[config.mk]
export PLATFORM = sky130hd
export DESIGN_NAME = gpint_bank
export DESIGN_NICKNAME = d
export VERILOG_FILES = /design/src/rtl/gpint_pkg.sv /design/src/rtl/gpint_port_regs.sv /design/src/rtl/gpint_pin_detect.sv /design/src/rtl/gpint_port_status.sv /design/src/rtl/gpint_bank.sv
export SDC_FILE = /design/constraint.sdc
export NUM_CORES = 1
export LEC_CHECK = 0
export ABC_AREA = 1
export BUFFER_PORTS_ARGS = -buffer_cell sky130_fd_sc_hd__buf_2
export CAP_MARGIN = 30
export CORE_ASPECT_RATIO = 0.8
export CORE_MARGIN = 3
export CORE_UTILIZATION = 59
export CTS_CLUSTER_DIAMETER = 100
export DETAILED_ROUTE_END_ITERATION = 10
export PLACE_DENSITY = 0.82
export SLEW_MARGIN = 20
export SYNTH_ARGS = -nofsm -noshare
export SYNTH_HDL_FRONTEND = slang
export SYNTH_SLANG_ARGS = --single-unit
[constraint.sdc]
create_clock -name clk -period 1.55 [get_ports clk]
set_input_delay 0.0775 -clock clk [delete_from_list [all_inputs] [get_ports clk]]
set_output_delay 0.0775 -clock clk [all_outputs]
set_load 0.01 [all_outputs]
[src/rtl/gpint_pkg.sv]
// Package: shared register selects and trigger decode for the GPIO bank
// interrupt detector. Assumes a pin's history is the value it had one
// clock earlier.
package gpint_pkg;

    // Address field positions: register nibble and port number.
    localparam int SEL_LSB  = 4;
    localparam int SEL_W    = 4;
    localparam int PORT_LSB = 2;
    localparam int PORT_W   = 2;

    // Register nibbles (address bits [7:4]).
    typedef enum logic [SEL_W-1:0] {
        RSEL_STATUS     = 4'h4,
        RSEL_ENABLE     = 4'h5,
        RSEL_TRIG       = 4'h6,
        RSEL_CLEAR      = 4'h7,
        RSEL_ENABLE_MSK = 4'hD,
        RSEL_TRIG_MSK   = 4'hE
    } reg_sel_e;

    // One pin's trigger setting, gathered from the three bit planes.
    typedef struct packed {
        logic both;
        logic edge_mode;
        logic polarity;
    } trig_cfg_t;

    // Decide whether a pin meets its trigger condition this cycle.
    function automatic logic pin_event(input trig_cfg_t cfg,
                                       input logic cur,
                                       input logic last);
        logic rise;
        logic fall;
        rise = cur & ~last;
        fall = ~cur & last;
        if (cfg.edge_mode) begin
            if (cfg.both) return rise | fall;
            return cfg.polarity ? rise : fall;
        end
        return cfg.polarity ? cur : ~cur;
    endfunction

endpackage

[src/rtl/gpint_port_regs.sv]
// Module: enable and trigger-type registers of one port. Supports whole
// writes and masked writes. A masked write carries a select field above
// the value field. Assumes 4*PINS <= DATA_W. Only one write strobe is
// active per cycle.
module gpint_port_regs #(
    parameter int PINS   = 8,
    parameter int DATA_W = 32
) (
    input  logic                clk,
    input  logic                rst_n,
    input  logic                wr_enable,
    input  logic                wr_enable_msk,
    input  logic                wr_trig,
    input  logic                wr_trig_msk,
    input  logic [DATA_W-1:0]   wdata,
    output logic [PINS-1:0]     enable,
    output logic [3*PINS-1:0]   trig
);
    localparam int TRIG_W = 3 * PINS;

    logic [PINS-1:0]   en_val;
    logic [PINS-1:0]   en_sel;
    logic [TRIG_W-1:0] tr_val;
    logic [PINS-1:0]   tr_sel;
    logic [TRIG_W-1:0] tr_sel_wide;

    // Split write data into value and select fields.
    assign en_val      = wdata[PINS-1:0];
    assign en_sel      = wdata[2*PINS-1:PINS];
    assign tr_val      = wdata[TRIG_W-1:0];
    assign tr_sel      = wdata[4*PINS-1:3*PINS];
    assign tr_sel_wide = {3{tr_sel}};

    // Enable register: whole or per-pin masked update, reset to zero.
    always_ff @(posedge clk) begin
        if (!rst_n) begin
            enable <= '0;
        end else if (wr_enable) begin
            enable <= en_val;
        end else if (wr_enable_msk) begin
            enable <= (enable & ~en_sel) | (en_val & en_sel);
        end
    end

    // Trigger word: whole or per-pin masked update of all three bit planes.
    always_ff @(posedge clk) begin
        if (!rst_n) begin
            trig <= '0;
        end else if (wr_trig) begin
            trig <= tr_val;
        end else if (wr_trig_msk) begin
            trig <= (trig & ~tr_sel_wide) | (tr_val & tr_sel_wide);
        end
    end

endmodule

[src/rtl/gpint_pin_detect.sv]
// Module: per-pin trigger detector for one port. Compares each pin with
// its value one clock earlier. Assumes pins are already synchronised. No
// event is reported in the first cycle after reset, while the history is
// loaded.
module gpint_pin_detect
    import gpint_pkg::*;
#(
    parameter int PINS = 8
) (
    input  logic              clk,
    input  logic              rst_n,
    input  logic [PINS-1:0]   pin,
    input  logic [3*PINS-1:0] trig,
    output logic [PINS-1:0]   evt
);
    logic [PINS-1:0] last;
    logic            primed;

    // Pin history, one clock deep; needs no reset value.
    always_ff @(posedge clk) begin
        last <= pin;
    end

    // History-valid flag, low during reset and its first following cycle.
    always_ff @(posedge clk) begin
        if (!rst_n) primed <= 1'b0;
        else        primed <= 1'b1;
    end

    for (genvar n = 0; n < PINS; n++) begin : g_pin
        trig_cfg_t cfg;
        // Gather this pin's three trigger bits from the port word.
        assign cfg = '{both:      trig[2*PINS+n],
                       edge_mode: trig[PINS+n],
                       polarity:  trig[n]};
        // Report the event once history is valid.
        assign evt[n] = primed & pin_event(cfg, pin[n], last[n]);
    end

endmodule

[src/rtl/gpint_port_status.sv]
// Module: status latch of one port. A bit is set by a trigger event and
// cleared by a one in the clear vector. Set wins over clear in the same
// cycle. Assumes the clear vector is a single-cycle pulse.
module gpint_port_status #(
    parameter int PINS = 8
) (
    input  logic            clk,
    input  logic            rst_n,
    input  logic [PINS-1:0] evt,
    input  logic [PINS-1:0] clr,
    output logic [PINS-1:0] sta
);
    // Latch events and apply write-one clears, with set taking priority.
    always_ff @(posedge clk) begin
        if (!rst_n) sta <= '0;
        else        sta <= (sta & ~clr) | evt;
    end

endmodule

[src/rtl/gpint_bank.sv]
// Module: GPIO bank interrupt detector top. Decodes the register bus,
// holds per-port enable, trigger and status state, and drives one bank
// interrupt. Assumes PORTS <= 4 and PINS_PER_PORT <= 8, so the address
// and masked-write fields fit. Read data is combinational on bus_addr.
module gpint_bank
    import gpint_pkg::*;
#(
    parameter int PORTS         = 4,
    parameter int PINS_PER_PORT = 8,
    parameter int ADDR_W        = 8,
    parameter int DATA_W        = 32
) (
    input  logic                             clk,
    input  logic                             rst_n,
    input  logic [PORTS*PINS_PER_PORT-1:0]   pin_in,
    input  logic                             bus_wr,
    input  logic [ADDR_W-1:0]                bus_addr,
    input  logic [DATA_W-1:0]                bus_wdata,
    output logic [DATA_W-1:0]                bus_rdata,
    output logic                             bank_irq
);
    localparam int PP     = PINS_PER_PORT;
    localparam int NPINS  = PORTS * PP;
    localparam int TRIG_W = 3 * PP;
    localparam int DEC_W  = SEL_LSB + SEL_W;

    logic [SEL_W-1:0]        reg_nib;
    logic [PORT_W-1:0]       port_fld;
    logic                    addr_ok;
    logic [NPINS-1:0]        sta_all;
    logic [NPINS-1:0]        enb_all;
    logic [NPINS-1:0]        evt_all;
    logic [NPINS-1:0]        clr_all;
    logic [NPINS-1:0]        edge_all;
    logic [PORTS*TRIG_W-1:0] trig_flat;

    // Address fields and validity: word aligned, in range, existing port.
    assign reg_nib  = bus_addr[SEL_LSB +: SEL_W];
    assign port_fld = bus_addr[PORT_LSB +: PORT_W];
    assign addr_ok  = (bus_addr[PORT_LSB-1:0] == '0)
                   && ((bus_addr >> DEC_W) == '0)
                   && (int'(port_fld) < PORTS);

    for (genvar p = 0; p < PORTS; p++) begin : g_port
        logic wr_p;

        // Write strobe for this port.
        assign wr_p = bus_wr & addr_ok & (port_fld == PORT_W'(p));

        gpint_port_regs #(
            .PINS   (PP),
            .DATA_W (DATA_W)
        ) u_regs (
            .clk           (clk),
            .rst_n         (rst_n),
            .wr_enable     (wr_p && (reg_nib == RSEL_ENABLE)),
            .wr_enable_msk (wr_p && (reg_nib == RSEL_ENABLE_MSK)),
            .wr_trig       (wr_p && (reg_nib == RSEL_TRIG)),
            .wr_trig_msk   (wr_p && (reg_nib == RSEL_TRIG_MSK)),
            .wdata         (bus_wdata),
            .enable        (enb_all[p*PP +: PP]),
            .trig          (trig_flat[p*TRIG_W +: TRIG_W])
        );

        gpint_pin_detect #(
            .PINS (PP)
        ) u_detect (
            .clk   (clk),
            .rst_n (rst_n),
            .pin   (pin_in[p*PP +: PP]),
            .trig  (trig_flat[p*TRIG_W +: TRIG_W]),
            .evt   (evt_all[p*PP +: PP])
        );

        // Write-one clear pulse for this port's status bits.
        assign clr_all[p*PP +: PP] = (wr_p && (reg_nib == RSEL_CLEAR))
                                   ? bus_wdata[PP-1:0] : '0;

        // Edge-select plane, brought out for the checker.
        assign edge_all[p*PP +: PP] = trig_flat[p*TRIG_W + PP +: PP];

        gpint_port_status #(
            .PINS (PP)
        ) u_status (
            .clk   (clk),
            .rst_n (rst_n),
            .evt   (evt_all[p*PP +: PP]),
            .clr   (clr_all[p*PP +: PP]),
            .sta   (sta_all[p*PP +: PP])
        );
    end

    // Read mux: the addressed port's register, zero elsewhere.
    always_comb begin
        bus_rdata = '0;
        if (addr_ok) begin
            case (reg_nib)
                RSEL_STATUS:
                    bus_rdata[PP-1:0] = sta_all[port_fld*PP +: PP];
                RSEL_ENABLE, RSEL_ENABLE_MSK:
                    bus_rdata[PP-1:0] = enb_all[port_fld*PP +: PP];
                RSEL_TRIG, RSEL_TRIG_MSK:
                    bus_rdata[TRIG_W-1:0] = trig_flat[port_fld*TRIG_W +: TRIG_W];
                default:
                    bus_rdata = '0;
            endcase
        end
    end

    // Bank interrupt: any enabled status bit in any port.
    assign bank_irq = |(sta_all & enb_all);

endmodule

==> metrics.md <==
| Metric | Value |
|---|---|
| Status | finished, violations left |
| Violated checks | negative setup slack |
| Final core utilization | 75.6% |
| Worst r2r src | g_port[3].u_detect.last[4] |
| Syn-to-layout area delta | 24.5% |
| Worst VDD drop | about 0.0007 V |
| Largest family of logic cells by synthesized area | compound AO/OA/AOI/OAI gates |
| Placer congestion estimate | 0.991 |
| Synth Area per Inst | 7.04 sq um |
| Final ANT Viol Nets | 0 |
| Crit path kind | reg2out |
| Largest delay share family, worst path | simple AND/OR/NAND/NOR gates |
| Power consumption | about 11000 uW |
| Yosys cell types | 25 |
| Worst stage delay on the critical path | ~0.34 ns |
| Die height | ~120 microns |
| Clock slew at reported path FFs | about 0.070 ns |
| Post-DP HPWL | between 20000 and 25000 microns |
| Synth Area in Simple Gates | between 10% and 20% |
| Synth Area in XOR/XNOR | 0% |
| Final Cell Area | 12600 sq um |
| Final WS setup | -0.148 ns |
| Syn Std Cell Area | just over 10000 sq um |
| FF+latch area | between 3000 and 4000 sq um |
| P_leak | 0.00528 uW |
| Remaining DRCs | 0 |
| Pwr/cell area | ~840 nW/um^2 |
| Largest net degree at the start of global routing | just under 100 |
| WL final | 32500 microns |
| Slew Viols, Final | 0 |
| H-Tree Depth | 4 |
| Synth Area in Adders | a little under 8% |
| Drt pass-1 iters | 6 |
| Total GRT Usage | 33.2% |
| Io pins | between 100 and 150 |
| Initial Utilization | 60.7% |
| Flops & latches, synth | just under 200 |
| F_max | about 590 MHz |
| Routed WL per cell | around 17 microns |
| Max cap viols | 0 |
| Skew-Pair Late Insertion Delay | between 0.4 and 0.5 ns |
| Critical path fanouts, max | 3 |
| Setup crit end kind | primary output |
| DRT iter0 DRCs | approximately 1200 |
| FP Rows | 42 |
| Compound-gate portion of the synthesized area | between 20% and 30% |
| Number of port buffers | 99 |
| RSZ-0062 raised after global routing | yes |
| Global route overflow | 0 |
| Post-DP Area | around 11000 sq um |
| Placed cells | between 1500 and 2000 |
| Multi-input logic area | 5340 sq um |
| Share of layout cells above drive strength 1 | approximately a fifth |
| Syn Inst Count | around 1400 |
| Ys Warns | 0 |
| Initial antenna violation count | 0 |
| Worst min path class | in2reg |
| # diodes | 0 |
| Via count | 11000 |
| CP cell instances | nand2_4 > o21ai_2 > a21oi_2 > nand4_1 > nor2_1 > nand3_1 > buf_2 |
| Crit start category | register |
| Full die area | between 15000 and 20000 sq um |
| Vias in the first global route | 10000 |
| Clk_skew | 0.00852 ns |
| Worst path arrival time | approximately 1.6 ns |
| Sequential-to-total area share from yosys stat | 38.1% |
| Clk buf depth | 2 |
| Clock Sink Count | ~190 |
| First-pass GRT wire length | 50000 microns |
| Root buf cell | clkbuf_16 |
| Crit path time final | approximately 1.7 ns |
| Final period util | 110% |
| Setup violators final | 6 |
| Mux contribution to synthesized area | 0% |
| Fill count | about 1300 |
| Final Hold Vio Count | 0 |
| Total core area | 16700 sq um |
| CP max-delay cell | dfxtp_2 |
| Worst path required time | between 1 and 1.5 ns |
| TritonCTS clock tree | built |
| Min-delay src | bus_wdata[13] |
| CTS Buf Count | 17 |
| Nets@finish | 1781 |
| Worst Path Buf+Inv | 1 |
| Non-Filler Instances | approximately 1900 |
| Via density | around 5.9 |
| Die W | approximately 150 microns |
[cell type report]
class                      instances  area share [%]
clock buffer                      19            3.43
clock inverter                    12           0.872
inverter                         248            7.41
multi-input combinational        961            42.2
sequential                       193            31.0
tap                              220            2.18
timing repair buffer             221            12.8
[worst register-to-register path, cell delays in order (launching register included)]
cell and delay (ns):
dfxtp_1 0.32, ha_1 0.26, o21ai_0 0.08, o211ai_1 0.32
a21oi_1 0.11
[kinds of logic after synthesis]
logic type,Yosys count
AO/OA/AOI/OAI,568
adder cells (fa/ha/maj),64
buffers and inverters,293
flip-flops,193
other,1
AND/OR/NAND/NOR,321
[stage by stage]
stage               hold slack [ns]  setup WS, ns  setup TNS [ns]
finish                      0.00688        -0.148          -0.336
global placement              0.233        0.0731               0
detailed placement            0.238       -0.0193         -0.0280
global route                 0.0355        -0.177           -1.00
floorplan                     0.105         0.309               0
CTS                         0.00617        -0.111          -0.158
[timing repair]
item | in CTS | in global routing
gates cloned | 0 | 0
endpoints found under the setup margin | 9 | 15
setup buffers | 8 | 8
endpoints found under the hold margin | 70 | 0
pin swaps | 24 | 28
hold buffers | 47 | 0
resized for setup | 60 | 61
[power breakdown]
group / total [uW] / internal [uW] / switching [uW]
Sequential: 5160 / 5070 / 81.7
Combinational: 1310 / 506 / 803
Clock: 4200 / 2210 / 1990
[routing by layer]
layer | global-route usage (%) | part of all wire (%) | up-vias
met3 | 8.78 | 12 | 109
li1 | - | - | 5229
met2 | 55.0 | 46 | 680
met5 | 0 | 0 | -
met4 | 11.9 | 3.2 | 0
met1 | 42.4 | 39 | 4973
[synthesized netlist by cell type]
cell	instances	area, sq um
nand4_1	4	25.0
nand3_1	17	85.1
buf_1	1	3.75
nor2_1	34	128
clkbuf_1	27	101
o2111ai_1	5	43.8
nor2_2	6	37.5
o21ai_0	230	1150
nor3_1	10	50.1
nand3b_1	3	22.5
nor2_4	5	56.3
o22ai_1	30	188
nor4_1	9	56.3
dfxtp_1	193	3860
a21oi_1	248	1240
buf_2	9	45.0
o21ai_1	15	75.1
nand2_1	233	875
a22oi_1	5	37.5
ha_1	64	801
conb_1	1	3.75
buf_4	8	60.1
inv_1	244	916
inv_2	4	15.0
o211ai_1	35	263
[cell usage in the layout (no fill, tap or decap), drive strengths merged]
master	n
nand3b	3
clkbuf	19
o22ai	30
conb	8
nand4	4
ha	64
clkinvlp	3
nor3	10
nand2	233
buf	174
o211ai	35
a21oi	248
nor4	9
a22oi	5
o21ai	245
dlygate4sd3	47
inv	251
dfxtp	193
nand3	17
o2111ai	5
bufinv	1
nor2	45
clkinv	5
[path summary, 6_finish.rpt]
path	slack, ns	depth (start not counted)	to
worst max-delay path	-0.15	7	bank_irq
worst min-delay path	0.007	3	register
worst max register to register	0.33	4	g_port[3].u_status.sta[4]
worst min register to register	0.46	2	register
Power figures use the tool's default switching activity.
